--- src/rtl/lock_pkg.sv ---
package lock_pkg;

    // Per-port operation derived from the two strobes.
    typedef enum logic [1:0] {
        OP_IDLE       = 2'b00,
        OP_CLAIM      = 2'b01,
        OP_FREE       = 2'b10,
        OP_FREE_CLAIM = 2'b11
    } lock_op_e;

    function automatic lock_op_e op_of(input logic rd, input logic wr);
        lock_op_e op;
        unique case ({wr, rd})
            2'b01:   op = OP_CLAIM;
            2'b10:   op = OP_FREE;
            2'b11:   op = OP_FREE_CLAIM;
            default: op = OP_IDLE;
        endcase
        return op;
    endfunction

    function automatic logic op_claims(input lock_op_e op);
        return (op == OP_CLAIM) || (op == OP_FREE_CLAIM);
    endfunction

    function automatic logic op_frees(input lock_op_e op);
        return (op == OP_FREE) || (op == OP_FREE_CLAIM);
    endfunction

endpackage

--- src/rtl/lock_decode.sv ---
// Turns an enabled index into a one-hot lock mask.
module lock_decode #(
    parameter int NUM_LOCKS = 32,
    localparam int IDX_W    = $clog2(NUM_LOCKS)
) (
    input  logic                 en_i,
    input  logic [IDX_W-1:0]     idx_i,
    output logic [NUM_LOCKS-1:0] mask_o
);

    for (genvar g = 0; g < NUM_LOCKS; g++) begin : g_bit
        assign mask_o[g] = en_i && (idx_i == IDX_W'(g));
    end

endmodule

--- src/rtl/lock_arbiter.sv ---
// Resolves claims against the post-release state with port 0 first.
module lock_arbiter #(
    parameter int NUM_LOCKS = 32
) (
    input  logic [NUM_LOCKS-1:0] held_i,
    input  logic [NUM_LOCKS-1:0] free_mask_i,
    input  logic [NUM_LOCKS-1:0] claim0_i,
    input  logic [NUM_LOCKS-1:0] claim1_i,
    output logic [NUM_LOCKS-1:0] held_next_o,
    output logic                 grant0_o,
    output logic                 grant1_o
);

    logic [NUM_LOCKS-1:0] after_free;
    logic [NUM_LOCKS-1:0] win0;
    logic [NUM_LOCKS-1:0] win1;

    for (genvar g = 0; g < NUM_LOCKS; g++) begin : g_lock
        assign after_free[g] = held_i[g] && !free_mask_i[g];
        assign win0[g]       = claim0_i[g] && !after_free[g];
        assign win1[g]       = claim1_i[g] && !after_free[g] && !claim0_i[g];
    end

    assign held_next_o = after_free | win0 | win1;
    assign grant0_o    = |win0;
    assign grant1_o    = |win1;

endmodule

--- src/rtl/spin_lock_bank.sv ---
module spin_lock_bank #(
    parameter int NUM_LOCKS = 32,
    parameter int DATA_W    = 32,
    localparam int IDX_W    = $clog2(NUM_LOCKS)
) (
    input  logic                 clk,
    input  logic                 rst_n,
    input  logic                 p0_rd_i,
    input  logic                 p0_wr_i,
    input  logic [IDX_W-1:0]     p0_idx_i,
    output logic [DATA_W-1:0]    p0_rdata_o,
    input  logic                 p1_rd_i,
    input  logic                 p1_wr_i,
    input  logic [IDX_W-1:0]     p1_idx_i,
    output logic [DATA_W-1:0]    p1_rdata_o,
    output logic [NUM_LOCKS-1:0] held_o
);
    import lock_pkg::*;

    typedef struct packed {
        logic [NUM_LOCKS-1:0] held;
        logic [DATA_W-1:0]    rdata0;
        logic [DATA_W-1:0]    rdata1;
    } bank_state_t;

    bank_state_t st_d, st_q;

    lock_op_e op0, op1;
    logic [NUM_LOCKS-1:0] free0_mask, free1_mask;
    logic [NUM_LOCKS-1:0] claim0_mask, claim1_mask;
    logic [NUM_LOCKS-1:0] held_next;
    logic                 grant0, grant1;

    assign op0 = op_of(p0_rd_i, p0_wr_i);
    assign op1 = op_of(p1_rd_i, p1_wr_i);

    lock_decode #(.NUM_LOCKS(NUM_LOCKS)) u_dec_free0 (
        .en_i(op_frees(op0)), .idx_i(p0_idx_i), .mask_o(free0_mask));
    lock_decode #(.NUM_LOCKS(NUM_LOCKS)) u_dec_free1 (
        .en_i(op_frees(op1)), .idx_i(p1_idx_i), .mask_o(free1_mask));
    lock_decode #(.NUM_LOCKS(NUM_LOCKS)) u_dec_claim0 (
        .en_i(op_claims(op0)), .idx_i(p0_idx_i), .mask_o(claim0_mask));
    lock_decode #(.NUM_LOCKS(NUM_LOCKS)) u_dec_claim1 (
        .en_i(op_claims(op1)), .idx_i(p1_idx_i), .mask_o(claim1_mask));

    lock_arbiter #(.NUM_LOCKS(NUM_LOCKS)) u_arb (
        .held_i      (st_q.held),
        .free_mask_i (free0_mask | free1_mask),
        .claim0_i    (claim0_mask),
        .claim1_i    (claim1_mask),
        .held_next_o (held_next),
        .grant0_o    (grant0),
        .grant1_o    (grant1)
    );

    always_comb begin
        st_d        = st_q;
        st_d.held   = held_next;
        st_d.rdata0 = {{(DATA_W-1){1'b0}}, grant0};
        st_d.rdata1 = {{(DATA_W-1){1'b0}}, grant1};
    end

    always_ff @(posedge clk) begin
        if (!rst_n) begin
            st_q <= '0;
        end else begin
            st_q <= st_d;
        end
    end

    assign p0_rdata_o = st_q.rdata0;
    assign p1_rdata_o = st_q.rdata1;
    assign held_o     = st_q.held;

endmodule

--- config.mk ---
export PLATFORM = sky130hd
export DESIGN_NAME = spin_lock_bank
export DESIGN_NICKNAME = d
export VERILOG_FILES = /design/src/rtl/lock_pkg.sv /design/src/rtl/lock_decode.sv /design/src/rtl/lock_arbiter.sv /design/src/rtl/spin_lock_bank.sv
export SDC_FILE = /design/constraint.sdc
export NUM_CORES = 1
export LEC_CHECK = 0
export BUFFER_PORTS_ARGS = -buffer_cell sky130_fd_sc_hd__buf_4
export CAP_MARGIN = 25
export CORE_ASPECT_RATIO = 0.6
export CORE_MARGIN = 8
export CORE_UTILIZATION = 40
export CTS_CLUSTER_DIAMETER = 100
export CTS_CLUSTER_SIZE = 14
export DETAILED_ROUTE_END_ITERATION = 8
export PLACE_DENSITY = 0.74
export SYNTH_ARGS = -nofsm -noshare
export SYNTH_HDL_FRONTEND = slang
export SYNTH_SLANG_ARGS = --single-unit
--- constraint.sdc ---
create_clock -name clk -period 1.95 [get_ports clk]
set_input_delay 0.0975 -clock clk [delete_from_list [all_inputs] [get_ports clk]]
set_output_delay 0.0975 -clock clk [all_outputs]
set_load 0.01 [all_outputs]
==> results.sh <==
export IMPL_nets=603
export IMPL_peakVddDrop_uv=269
export IMPL_ys_seq_area_share_pct=19.0
export IMPL_setup_viol=0
export IMPL_cp_end_kind="register"
export IMPL_ys_async_sr_fraction_pct=0
export IMPL_track_usage_pct=25.8
export IMPL_arrival_ps=2060
export IMPL_die_area_um2=12300
export IMPL_synth_distinct_cells=61
export IMPL_wl_mm=16.5
export IMPL_ios=112
export IMPL_fmax_mhz=530
export IMPL_grt_first_pass_wirelength_mm=24.4
export IMPL_drive_above_1_share_pct=34.4
export IMPL_path_buf_inv=3
export IMPL_grt_setup_unrepaired="no"
export IMPL_areaGrowthSynthToFinish_pct=29.9
export IMPL_yosys_top_cells_count="buf_4, nor2_1, dfxtp_1"
export IMPL_cts_resized=0
export IMPL_clock_sinks=34
export IMPL_layout_setup_ws_ps=64.9
export IMPL_finalHoldViolCount=0
export IMPL_status="completed"
export IMPL_finalPower_uw=2220
export IMPL_fin_hold_ws_ps=64.6
export IMPL_synth_top_cell_area_share_pct=19.0
export IMPL_critical_path_most_common_cell="buf_4"
export IMPL_cap_violations=0
export IMPL_drt_iter0_drc=628
export IMPL_avgSynthCellArea_um2=7.77
export IMPL_synth_top_family_by_area="compound AO/OA/AOI/OAI gates"
export IMPL_synth_mux_area_fraction_pct=1.26
export IMPL_layout_min_cycle_time_ps=1890
export IMPL_cp_required_ps=2120
export IMPL_numCtsBuffers=5
export IMPL_grt_max_degree=34
export IMPL_critPathKind="in2reg"
export IMPL_clk_latency_ps=290
export IMPL_worst_path_max_fanout=6
export IMPL_vias_per_cell=6.12
export IMPL_synthAdderAreaFrac_pct=0
export IMPL_synth_simple_area_share_pct=27.6
export IMPL_synth_area_leaders="dfxtp_1, buf_4, o221ai_1"
export IMPL_post_route_period_util_pct=96.7
export IMPL_gp_congestion=1.04
export IMPL_yosysMostFrequentCell="buf_4"
export IMPL_synth_area_um2=3580
export IMPL_die_w_um=138
export IMPL_postCtsSetupBuffers=0
export IMPL_power_per_cell_area_nw_per_um2=479
export IMPL_drtPass1Iterations=5
export IMPL_finClkSkew_ps=4.38
export IMPL_overflow=0
export IMPL_core_rowCount=26
export IMPL_syn_inst=460
export IMPL_yosysTopAreaCell="dfxtp_1"
export IMPL_clk_pin_slew_ps=60
export IMPL_core_area_um2=8590
export IMPL_cts_root_buf="clkbuf_16"
export IMPL_min_path_type="in2reg"
export IMPL_drtAntennaViolNets=0
export IMPL_synth_xor_area_share_pct=0.980
export IMPL_slew_violations=0
export IMPL_grt_pass1_vias=3992
export IMPL_vias=4285
export IMPL_slowest_delay_ps=510
export IMPL_antenna_found_initial=0
export IMPL_ys_flop_type="dfxtp_1"
export IMPL_leakagePower_uw=0.00190
export IMPL_slowest_stage="or4_1"
export IMPL_diodes=0
export IMPL_synth_edf_count=0
export IMPL_ys_ff_latch=34
export IMPL_cts_buffer_depth=2
export IMPL_die_height_um=89.2
export IMPL_slew_headroom_pct=62.3
export IMPL_wl_per_cell_um=23.5
export IMPL_worstPathCellList="buf_4 -> buf_4 -> buf_4 -> nand4_1 -> o21ai_0 -> o21ai_0 -> a21oi_1 -> or4_1 -> o31a_1"
export IMPL_start_kind="input port"
export IMPL_io_buffers=49
export IMPL_tritoncts="built"
export IMPL_synth_compound_area_share_pct=30.4
export IMPL_yosysWarnings=0
export IMPL_start_util_pct=41.6
export IMPL_holdBufCountCts=0
export IMPL_cp_top_family="compound AO/OA/AOI/OAI gates"
export IMPL_tightest_slew_ps=564
export IMPL_dp_hpwl_mm=13.3
export IMPL_htree_levels=2
export IMPL_post_place_ws_ps=-155
export IMPL_drc=0
==> flip-flops by register name, indices dropped and copies added, names as in the netlist <==
register / count
held_o: 32
p0_rdata_o: 1
p1_rdata_o: 1
==> cell usage in the layout (no fill, tap or decap), types with 3 or more instances in the layout <==
cell type and instances:
a21oi_1 33, nand2b_1 10, nand4b_2 4, a32oi_1 7, nand2_1 22, o21ai_0 14, conb_1 62, nor2_1 48
clkbuf_16 5, mux2_2 4, a31oi_1 15, or4b_1 3, nor2b_1 5, o211ai_1 27, nand4_1 7, nand4b_1 7
nand3b_1 8, or2_2 13, nand4bb_1 6, buf_12 3, dfxtp_1 34, o221ai_1 29, nand3_1 3, xor2_1 3
inv_1 3, buf_4 162, o21a_1 4
==> final cells by class <==
class | count | area (um2)
fillers | 833 | 3940
inverters | 3 | 11.3
clock buffers | 7 | 143
flip-flops and latches | 34 | 681
clock inverters | 1 | 5.00
repair buffers | 165 | 1280
multi-input cells | 378 | 2390
well taps | 112 | 140
==> worst register-to-register path, delay by kind of cell, from the launching register on <==
kind / cells / cell delay (ps)
compound gates: 3 / 630
flops: 1 / 360
mux: 1 / 160
simple gates: 2 / 620
==> logic make-up (layout without fill, tap and decap cells) <==
logic type,after synthesis,in the layout
AO/OA/AOI/OAI,152,152
XOR/XNOR,4,4
flip-flops,34,34
AND/OR/NAND/NOR,156,156
other,1,62
multiplexers,4,4
buffers and inverters,109,176
==> metal layers <==
layer  track usage [%]  vias up  part of all wire (%)
met5                 0        -                     0
met4              5.59        0                   1.5
met3              13.4       26                    16
met2              34.0      340                    38
met1              35.5     2034                    44
li1                  -     1885                     -
==> path summary, 6_finish.rpt <==
kind | start | to | slack, ps | cells after the start
worst max-delay path | p1_idx_i[4] | p0_rdata_o[0]$_SDFF_PN0_ | 60 | 9
worst max register to register | held_o[17]$_SDFF_PN0_ | p0_rdata_o[0]$_SDFF_PN0_ | 80 | 6
worst min register to register | held_o[31]$_SDFF_PN0_ | held_o[31]$_SDFF_PN0_ | 530 | 2
worst min-delay path | rst_n | p0_rdata_o[0]$_SDFF_PN0_ | 60 | 2
==> per-stage QoR <==
| stage | cells | TNS, ps | utilization (%) | area [um2] |
|---|---|---|---|---|
| CTS | 700 | 0 | 54.1 | 4640 |
| detailed placement | 692 | -197 | 52.4 | 4500 |
| global placement | 692 | -252 | 52.4 | 4500 |
| finish | 700 | 0 | 54.1 | 4640 |
| global route | 700 | 0 | 54.1 | 4640 |
| floorplan | 521 | 0 | - | 3800 |
==> where the power goes <==
group          total [uW]  internal [uW]  switching (uW)
Sequential            734            716            17.9
Clock                 839            508             331
Combinational         651            259             393
Total                2220           1480             742
No activity file was read; power rests on OpenSTA's default activity.
